$ cat src/rtl/coldet_pkg.sv
package coldet_pkg;

    // Activity states of the attachment-unit collision path.
    typedef enum logic [1:0] {
        CD_IDLE   = 2'd0,
        CD_ARMED  = 2'd1,
        CD_ACTIVE = 2'd2
    } cd_state_e;

endpackage

$ cat src/rtl/coldet_sync.sv
// Multi-stage synchroniser for the asynchronous collision line.
module coldet_sync #(
    parameter int STAGES = 2
) (
    input  logic clk,
    input  logic rst_n,
    input  logic async_i,
    output logic sync_o
);

    logic [STAGES-1:0] chain_q;

    always_ff @(posedge clk or negedge rst_n) begin
        if (!rst_n) begin
            chain_q <= '0;
        end else begin
            chain_q <= (chain_q << 1) | STAGES'(async_i);
        end
    end

    assign sync_o = chain_q[STAGES-1];

endmodule

$ cat src/rtl/coldet_edge.sv
// Flags any change of the synchronised level (both polarities).
module coldet_edge (
    input  logic clk,
    input  logic rst_n,
    input  logic lvl_i,
    output logic edge_o
);

    logic prev_q;

    always_ff @(posedge clk or negedge rst_n) begin
        if (!rst_n) begin
            prev_q <= 1'b0;
        end else begin
            prev_q <= lvl_i;
        end
    end

    assign edge_o = lvl_i ^ prev_q;

endmodule

$ cat src/rtl/coldet_activity.sv
// Activity state machine: confirms toggling, then holds until a gap timeout.
module coldet_activity
    import coldet_pkg::*;
#(
    parameter int TIMEOUT_CYC = 3,
    parameter int MIN_EDGES   = 2
) (
    input  logic clk,
    input  logic rst_n,
    input  logic edge_i,
    output logic active_o
);

    localparam int CNT_W  = (TIMEOUT_CYC < 2) ? 1 : $clog2(TIMEOUT_CYC + 1);
    localparam int EDGE_W = $clog2(MIN_EDGES + 1);
    localparam logic [CNT_W-1:0]  GAP_LAST  = CNT_W'(TIMEOUT_CYC - 1);
    localparam logic [EDGE_W-1:0] EDGE_NEED = EDGE_W'(MIN_EDGES - 1);
    localparam logic [EDGE_W-1:0] EDGE_SAT  = EDGE_W'(MIN_EDGES);

    cd_state_e         state_q, state_d;
    logic [CNT_W-1:0]  gap_q;
    logic [EDGE_W-1:0] edges_q;
    logic              gap_expired;
    logic              act_q;
    cd_state_e         start_target;

    assign gap_expired = (gap_q == GAP_LAST);

    // The parameter picks whether a single transition already confirms.
    generate
        if (MIN_EDGES <= 1) begin : g_direct
            assign start_target = CD_ACTIVE;
        end else begin : g_armed
            assign start_target = CD_ARMED;
        end
    endgenerate

    // Next-state logic.
    always_comb begin
        state_d = state_q;
        unique case (state_q)
            CD_IDLE: begin
                if (edge_i) begin
                    state_d = start_target;          // Start
                end
            end
            CD_ARMED: begin
                if (edge_i) begin
                    if (edges_q >= EDGE_NEED) begin
                        state_d = CD_ACTIVE;         // Confirm
                    end
                end else if (gap_expired) begin
                    state_d = CD_IDLE;               // Discard
                end
            end
            CD_ACTIVE: begin
                if (!edge_i && gap_expired) begin
                    state_d = CD_IDLE;               // Release
                end
            end
            default: state_d = CD_IDLE;
        endcase
    end

    // State register.
    always_ff @(posedge clk or negedge rst_n) begin
        if (!rst_n) begin
            state_q <= CD_IDLE;
        end else begin
            state_q <= state_d;
        end
    end

    // Gap timer and transition counter.
    always_ff @(posedge clk or negedge rst_n) begin
        if (!rst_n) begin
            gap_q   <= '0;
            edges_q <= '0;
        end else if (state_d == CD_IDLE) begin
            gap_q   <= '0;
            edges_q <= '0;
        end else begin
            gap_q <= edge_i ? '0 : gap_q + CNT_W'(1);
            if (edge_i && (edges_q != EDGE_SAT)) begin
                edges_q <= edges_q + EDGE_W'(1);
            end
        end
    end

    // Output register.
    always_ff @(posedge clk or negedge rst_n) begin
        if (!rst_n) begin
            act_q <= 1'b0;
        end else begin
            act_q <= (state_d == CD_ACTIVE);
        end
    end

    assign active_o = act_q;

endmodule

$ cat src/rtl/coldet_xlate.sv
// Collision detect translator: selects the attachment-unit activity path or
// the twisted-pair carrier-during-transmit path.
module coldet_xlate #(
    parameter int SYNC_STAGES = 2,
    parameter int TIMEOUT_CYC = 3,
    parameter int MIN_EDGES   = 2
) (
    input  logic clk,
    input  logic rst_n,
    input  logic mode_tp,
    input  logic col_in,
    input  logic crs,
    input  logic tx_en,
    output logic col_out
);

    logic col_lvl;
    logic col_edge;
    logic aui_col;
    logic tp_q;

    coldet_sync #(
        .STAGES (SYNC_STAGES)
    ) u_sync (
        .clk     (clk),
        .rst_n   (rst_n),
        .async_i (col_in),
        .sync_o  (col_lvl)
    );

    coldet_edge u_edge (
        .clk    (clk),
        .rst_n  (rst_n),
        .lvl_i  (col_lvl),
        .edge_o (col_edge)
    );

    coldet_activity #(
        .TIMEOUT_CYC (TIMEOUT_CYC),
        .MIN_EDGES   (MIN_EDGES)
    ) u_act (
        .clk      (clk),
        .rst_n    (rst_n),
        .edge_i   (col_edge),
        .active_o (aui_col)
    );

    // Twisted-pair path: carrier while transmitting.
    always_ff @(posedge clk or negedge rst_n) begin
        if (!rst_n) begin
            tp_q <= 1'b0;
        end else begin
            tp_q <= crs & tx_en;
        end
    end

    always_comb begin
        col_out = mode_tp ? tp_q : aui_col;
    end

endmodule

$ cat config.mk
export PLATFORM = sky130hd
export DESIGN_NAME = coldet_xlate
export DESIGN_NICKNAME = d
export VERILOG_FILES = /design/src/rtl/coldet_pkg.sv /design/src/rtl/coldet_sync.sv /design/src/rtl/coldet_edge.sv /design/src/rtl/coldet_activity.sv /design/src/rtl/coldet_xlate.sv
export SDC_FILE = /design/constraint.sdc
export NUM_CORES = 1
export LEC_CHECK = 0
export BUFFER_PORTS_ARGS = -buffer_cell sky130_fd_sc_hd__buf_2
export CAP_MARGIN = 5
export CORE_UTILIZATION = 38
export CTS_CLUSTER_DIAMETER = 60
export DETAILED_ROUTE_END_ITERATION = 7
export RECOVER_POWER = 100
export SYNTH_ARGS = -nofsm -noshare
export SYNTH_HDL_FRONTEND = slang
export SYNTH_SLANG_ARGS = --single-unit
$ cat constraint.sdc
create_clock -name clk -period 1.62 [get_ports clk]
set_input_delay 0.324 -clock clk [delete_from_list [all_inputs] [get_ports clk]]
set_output_delay 0.324 -clock clk [all_outputs]
set_load 0.01 [all_outputs]
# After elaboration in Yosys (flattened, before gate mapping)
# Index checks and enable logic that the tools add are counted.
# word_totals
regBits	11
input_bits	6
out_inout_bits	1
elab_cells	35
# classes
add_sub_neg	2
magnitude_cmp	1
eq_ne	5
mux	11
bitwise_logic	3
reduce_logical	6
# op_table
cell	count
$mux W2	9
$eq A2 B2 Y1 const B	3
$pmux W2 S3	1
$add A2 B1 Y2 const B	2
$logic_not A2 Y1	2
$eq A2 B1 Y1 const B	1
$ge A2 B1 Y1 const B	1
$logic_and A1 B1 Y1	2
$ne A2 B2 Y1 const B	1
$or A2 B1 Y2	1
$reduce_bool A2 Y1	1
$and A1 B1 Y1	1
$logic_not A1 Y1	1
$mux W1	1
$xor A1 B1 Y1	1

# Longest topological paths before layout
# Gate-level depths: netlist (run 1).
# logic_depth
depth_word	7
ltp_mapped	5

# Modules after synthesis
# A second synthesis (run 1) with hierarchy kept.
# unflattened
cells_unflattened	42
area_unflattened_um2	483.0
# modules_own_cells
module	n_inst	cells_each	area_per_inst_um2	seq_area_each_um2
coldet_activity	1	35	352.8	175.2
coldet_sync	1	2	50.0	50.0
coldet_xlate	1	3	46.3	25.0
coldet_edge	1	2	33.8	25.0

# Least setup slack after synthesis (run 1)
# No wires, ideal clock.
# synth_path
path_type	register to register
start	register u_act.edges_q[0]
end	register u_act.edges_q[0]
setup_time_ps	87
t_arrival_ps	1147
required_ps	1533
setup_slack_ps	386
path_stages_with_launch	6
n_path_buf	0
cell_sequence	dfrtp_1 inv_1 ha_1 or2_2 a21o_1 a22oi_1
# synth_via
elab_chain_cells	6
word_cells_on_any_way	11
# synth_rtl
item	line_no	text
from (decl)	coldet_activity.sv:22	logic [EDGE_W-1:0] edges_q;
from (signal assigned)	coldet_activity.sv:85	edges_q <= edges_q + EDGE_W'(1);
$ge A2 B1 Y1	coldet_activity.sv:49	if (edges_q >= EDGE_NEED) begin
$mux W2	coldet_activity.sv:49	
$mux W2	coldet_activity.sv:48	if (edge_i) begin
$pmux W2 S3	coldet_activity.sv:41	unique case (state_q)
$logic_not A2 Y1	coldet_activity.sv:79	end else if (state_d == CD_IDLE) begin
$mux W2 or $reduce_bool A2 Y1 (tied branches)	-	
# Parallel ways exist; a longest one is shown, timed or not. The select of a mux whose other input is x is not followed.
# A chain may end at the register's enable or synchronous reset.

# Worst setup path in the final report (run 1)
# Ends and elaborated chain as after synthesis.

==> flow_summary.yaml, run 1 <==
sta:
  final.setup.tns_ps: 0
  relSlewSlack_pct: 60.2
  drv_slew: 0
  worstMarginPinSlew_ps: 596
  setup_slack_ps: 253
  clock_skew_ps: 0.886
  period_needed_ps: 1370
  hold_viol_final: 0
  rsz0062_at_grt: "no"
  period_share_pct: 84.4
  fmax_mhz: 732
  holdWs_ps: 160
  setup_viol: 0
synth:
  async_reset_ff_share_pct: 100
  synth_top_family_by_area: "simple AND/OR/NAND/NOR gates"
  synth_top_area_share_pct: 52.9
  synth.area.top_cells: "dfrtp_1, a21o_1, ha_1, xnor2_2, a22oi_1"
  synth_commonest_cells: "dfrtp_1, a21o_1, inv_1, ha_1"
  mappedNetlistNets: 54
  yosysMostFrequentCell: "dfrtp_1"
  synth-xor-area-share_pct: 4.81
  synth.distinct_cells: 20
  synthSimpleGateAreaFrac_pct: 14.2
  synthCells: 45
  synth_area_um2: 520
  ys_seq_elements: 11
  avgSynthCellArea_um2: 11.6
  synth_compound_area_share_pct: 13.9
  synth-warning-count: 0
  synth_mux_area_share_pct: 2.16
  yosysSeqAreaShare_pct: 52.9
  synth_fa_ha_area_share_pct: 7.21
  yosysTopAreaCell: "dfrtp_1"
  synth-edff-count: 0
  ys.flop_type: "dfrtp_1"
clock_tree:
  numCtsBuffers: 3
  clkSinkCount: 11
  clkLatencyLatePin_ps: 270
  path_clk_slew_ps: 70
  htree_num_levels: 1
  cts.path.max_buffers: 2
  root_buffer: "clkbuf_4"
  cts_tree: "built"
  cts-resized-gates: 0
routing:
  wirelength_um: 888
  vias: 356
  drc: 0
  ant_nets: 0
  viasPerCell: 5.24
  firstDrtPassIters: 4
  avgRoutedWirePerCell_um: 13.1
  first_iter_violations: 5
worst_hold_path:
  holdCritPathClass: "in2reg"
  min_from: "col_in"
power_and_ir_drop:
  p_per_area_nw_per_um2: 1560
  vdd_drop_max_uv: 795
  finalPower_mw: 0.920
  leakagePower_nw: 0.303
floorplan:
  start_util_pct: 43.9
  io_pins: 7
  die_h_um: 39.0
  die_area_um2: 1520
  die-width_um: 39.0
  num_rows: 12
  core_um2: 1190
setup_path:
  cp-startpoint: "u_act.edges_q[0]"
  path_class: "reg2reg"
  arrival_ps: 1550
  critical_path.max_fanout: 4
  r2r-start: "u_act.edges_q[0]"
  worst_ep_required_time_ps: 1810
  startpoint_type: "register"
  critPathCaptureType: "register"
flow_run:
  cap_violations: 0
layout:
  syn_to_final_growth_pct: 13.7
  drive_gt1_share_pct: 22.2
  antenna_cells: 0
  final_nets: 64
  finalInstanceArea_um2: 592
global_route:
  grt_pass1_vias: 351
  grt_usage_pct: 15.3
  grt_pass1_wl_mm: 1.46
  grt_max_degree: 12
  antenna_found_initial: 0
  grt_overflow: 0
place:
  port_buffers: 6
  dp_slack_ps: 277
  place_area_um2: 558
  globalplace.congestion: 0.758
  place_hpwl_um: 675
run_status:
  status: "complete, no violations"
==> area by class of cell <==
| type | count | area [µm²] |
|---|---|---|
| fill | 114 | 594 |
| clock buffer | 4 | 26.3 |
| timing repair buffer | 7 | 37.5 |
| tap | 14 | 17.5 |
| sequential | 11 | 275 |
| multi-input combinational | 28 | 220 |
| inverter | 4 | 15.0 |
==> path summary, 6_finish.rpt <==
check / slack [ps] / end / cells after the start
worst max-delay path: 250 / u_act.edges_q[0] / 5
worst min-delay path: 160 / u_sync.chain_q[0] / 1
worst max register to register: 250 / u_act.edges_q[0] / 5
worst min register to register: 360 / u_sync.chain_q[1] / 0
max in group asynchronous: 670 / u_act.active_o / 2
min in group asynchronous: 560 / tp_q / 2
==> through the flow <==
stage	utilization, %	cells
after floorplan	-	45
after global placement	47.0	63
after detailed placement	47.0	63
after CTS	50.1	68
after global routing	49.9	68
final	49.9	68
==> logic make-up after synthesis <==
logic type,after synthesis
simple gates,12
flops,11
compound gates,10
buf+inv,6
fa+ha+maj,3
xor+xnor,2
mux,1
==> state kept, by name (all words and copies together) (netlist names) <==
register,flops
u_act.state_q,2
u_act.edges_q,2
u_act.gap_q,2
tp_q,1
u_act.active_o,1
u_edge.prev_q,1
u_sync.chain_q,2
==> cells in the final DEF (no fill, tap or decap) <==
cell           Yosys  routed
xor2_1             1       1
a22oi_1            2       2
clkbuf_1           0       3
nand2b_1           1       1
or2_2              1       1
buf_2              1       4
nor4b_2            1       1
xnor2_2            1       1
nand2_1            2       2
nand3b_1           2       2
inv_1              4       4
and2_1             1       1
o21ba_2            1       1
mux2_2             1       1
dlygate4sd3_1      0       1
nor2_1             2       2
ha_1               3       3
dfrtp_1           11      11
clkbuf_4           0       3
a21o_1             5       5
a21oi_1            2       2
nand3_1            2       2
==> power breakdown <==
group	switching, mW	internal, mW	total (mW)	leakage [nW]
Sequential	0.0771	0.343	0.420	0.139
Clock	0.0937	0.0954	0.189	0.0150
Combinational	0.147	0.165	0.311	0.150
Total	0.317	0.603	0.920	0.303
==> critical path, cell delays in order, from the launching register on <==
cell     delay (ps)
dfrtp_1         390
inv_1            80
ha_1            240
or2_2           280
a21o_1          160
a22oi_1         140
==> what timing repair did <==
action | in CTS | in global routing
buffers inserted | 0 | 0
hold buffers | 1 | 0
endpoints found under the hold margin | 11 | 0
==> per-layer routing <==
layer / vias to the layer above / GRT usage (%) / share of wire [%]
met2: 13 / 25.0 / 52
met5: - / 0 / 0
met3: 2 / 3.47 / 5.4
li1: 168 / - / -
met1: 173 / 18.5 / 41
met4: 0 / 7.76 / 1.5
No activity file was read; power rests on OpenSTA's default activity.
==> run 2, diff against run 1 <==
--- a/config.mk
+++ b/config.mk
@@ -5,6 +5,7 @@
 export SDC_FILE = /design/constraint.sdc
 export NUM_CORES = 1
 export LEC_CHECK = 0
+export ABC_AREA = 1
 export BUFFER_PORTS_ARGS = -buffer_cell sky130_fd_sc_hd__buf_2
 export CAP_MARGIN = 5
 export CORE_UTILIZATION = 38
==> constraint.sdc (replaced) <==
create_clock -name clk -period 1.3 [get_ports clk]
set_input_delay 0.26 -clock clk [delete_from_list [all_inputs] [get_ports clk]]
set_output_delay 0.26 -clock clk [all_outputs]
set_load 0.01 [all_outputs]
==> run 2 against run 1 <==
Global-route usage down 3.0 points. Clock skew rose by 1.3 ps. Critical path depth shrank 3. Core utilization up 2.2 points. Worst hold slack worse by 55 ps. Cell count up 19%. Register-to-register slack got worse by 170 ps. Routed wire length down 13%. Synthesized cell count increased by 20%. Sequential cell count unchanged. Critical path type is now reg2out. Largest cell class unchanged. Largest power group unchanged. Highest routed layer is now met3.
==> flow_summary.yaml, run 2 <==
run_status:
  status: "complete, no violations"
synth:
  synth_commonest_cells: "dfrtp_1, inv_1, nand2_1, nor2_1, nand2_2"
  synth-warning-count: 0
  synthCells: 54
  avgSynthCellArea_um2: 9.66
  ys.flop_type: "dfrtp_1"
  synth.area.top_cells: "dfrtp_1, ha_1, inv_1, nand2_2, nand3_2"
  async_reset_ff_share_pct: 100
  synth_top_area_share_pct: 52.8
  yosysMostFrequentCell: "dfrtp_1"
  synth.distinct_cells: 13
  ys_seq_elements: 11
  yosysTopAreaCell: "dfrtp_1"
  synth-edff-count: 0
  synth_area_um2: 522
  yosysSeqAreaShare_pct: 52.8
  mappedNetlistNets: 63
floorplan:
  num_rows: 12
  io_pins: 7
  die_h_um: 39.1
  die-width_um: 39.1
  die_area_um2: 1530
  core_um2: 1190
  start_util_pct: 44.0
layout:
  final_nets: 77
  final_common_cell: "dfrtp_1"
  nFillCells: 104
  antenna_cells: 0
  finalInstanceArea_um2: 618
  drive_gt1_share_pct: 29.9
  final_cell_mix: "dfrtp_1, nand2_1, inv_1"
  syn_to_final_growth_pct: 18.5
sta:
  setup_viol: 0
  relSlewSlack_pct: 61.8
  fmax_mhz: 791
  clock_skew_ps: 2.18
  worstMarginPinSlew_ps: 573
  rsz0062_at_grt: "yes"
  drv_slew: 0
  period_share_pct: 97.3
  final.setup.tns_ps: 0
  period_needed_ps: 1260
  hold_viol_final: 0
setup_path:
  arrival_ps: 1000
  r2r-start: "u_act.edges_q[1]"
  worst_ep_required_time_ps: 1040
  startpoint_type: "register"
  path_cells: "mux2_2, buf_6"
  path_class: "reg2out"
  cp-startpoint: "tp_q"
  critical_path.max_fanout: 1
  critPathCaptureType: "output port"
  cpMaxStageDelayCell: "dfrtp_1"
  critPathMaxStageDelay_ps: 360
power_and_ir_drop:
  finalPower_mw: 1.07
  p_per_area_nw_per_um2: 1720
  leakagePower_nw: 0.335
  vdd_drop_max_uv: 880
global_route:
  antenna_found_initial: 0
  grt_overflow: 0
  grt_usage_pct: 12.3
  grt_pass1_vias: 307
  grt_max_degree: 12
  grt_pass1_wl_mm: 1.23
routing:
  first_iter_violations: 2
  drc: 0
  vias: 351
  avgRoutedWirePerCell_um: 9.52
  firstDrtPassIters: 3
  ant_nets: 0
  wirelength_um: 771
  viasPerCell: 4.33
place:
  place_area_um2: 569
  place_hpwl_um: 589
  globalplace.congestion: 0.712
  port_buffers: 6
worst_hold_path:
  holdCritPathClass: "in2reg"
  min_from: "col_in"
clock_tree:
  clkSinkCount: 11
  root_buffer: "clkbuf_4"
  cts_tree: "built"
  clkLatencyLatePin_ps: 260
  cts.path.max_buffers: 2
  numCtsBuffers: 3
  htree_num_levels: 1
  path_clk_slew_ps: 70
flow_run:
  cap_violations: 0
[run 2: cell count changes in the layout (fill, tap and decap cells not counted), moves of 2 or more]
cell | previous run | this run
nand2_1 | 2 | 9
inv_1 | 4 | 8
inv_2 | 0 | 2
a21o_1 | 5 | 0
nand3_2 | 0 | 2
nand3_1 | 2 | 5
a21oi_1 | 2 | 0
buf_4 | 0 | 2
a22oi_1 | 2 | 0
nor2_1 | 2 | 6
nand3b_1 | 2 | 0
nand2_2 | 0 | 4
[run 2: logic make-up after synthesis]
family | after synthesis | synth area share (%)
adder cells (fa/ha/maj) | 3 | 7.20
flip-flops | 11 | 52.8
buffers and inverters | 10 | 7.19
XOR/XNOR | 1 | 1.68
multiplexers | 1 | 2.16
AND/OR/NAND/NOR | 28 | 29.0
[run 2: path summary, 6_finish.rpt]
kind                                endpoint  slack, ps  cells past startpoint
setup reg to reg            u_act.edges_q[1]         80                      8
max in group asynchronous   u_act.edges_q[0]        420                      2
min in group asynchronous  u_sync.chain_q[1]        510                      2
hold reg to reg            u_sync.chain_q[1]        350                      0
hold / removal             u_sync.chain_q[0]        110                      1
setup / recovery                     col_out         40                      2
[run 2: layout make-up]
| type | instances | area, µm² | share of cell area, % |
|---|---|---|---|
| Inverter | 10 | 37.5 | 6.07 |
| Timing Repair Buffer | 9 | 60.1 | 9.72 |
| Multi-Input combinational cell | 33 | 201 | 32.6 |
| Tap cell | 14 | 17.5 | 2.83 |
| Sequential cell | 11 | 275 | 44.5 |
| Clock buffer | 4 | 26.3 | 4.25 |
[run 2: critical path, delay by kind of cell (launching register included)]
family,cells,cell delay [ps]
flops,1,360
buf+inv,1,120
mux,1,270
[run 2: routing by layer]
| layer | share of wire [%] | track usage (%) |
|---|---|---|
| met2 | 45 | 19.2 |
| met5 | 0 | 0 |
| met3 | 3.0 | 3.47 |
| met4 | 0 | 5.17 |
| met1 | 52 | 15.9 |
[run 2: power breakdown]
part	switching [mW]	internal, mW
sequential	0.0355	0.419
combinational	0.222	0.167
clock	0.104	0.118
total	0.361	0.705
[run 2: through the flow]
stage          setup WS [ps]  hold slack (ps)  instances  util (%)
3_5_place_dp            59.5              135         74      48.0
5_1_grt                -3.61             93.2         81      52.1
6_report                35.4              106         81      52.1
2_1_floorplan            177            -35.6         54         -
3_3_place_gp             106              137         74      48.0
4_1_cts                 17.6             96.5         79      51.1
[run 2: what timing repair did]
item	CTS	global route
setup buffers	0	2
endpoints found under the setup margin	0	5
hold buffers	1	0
gates resized for setup	0	2
endpoints found under the hold margin	11	0
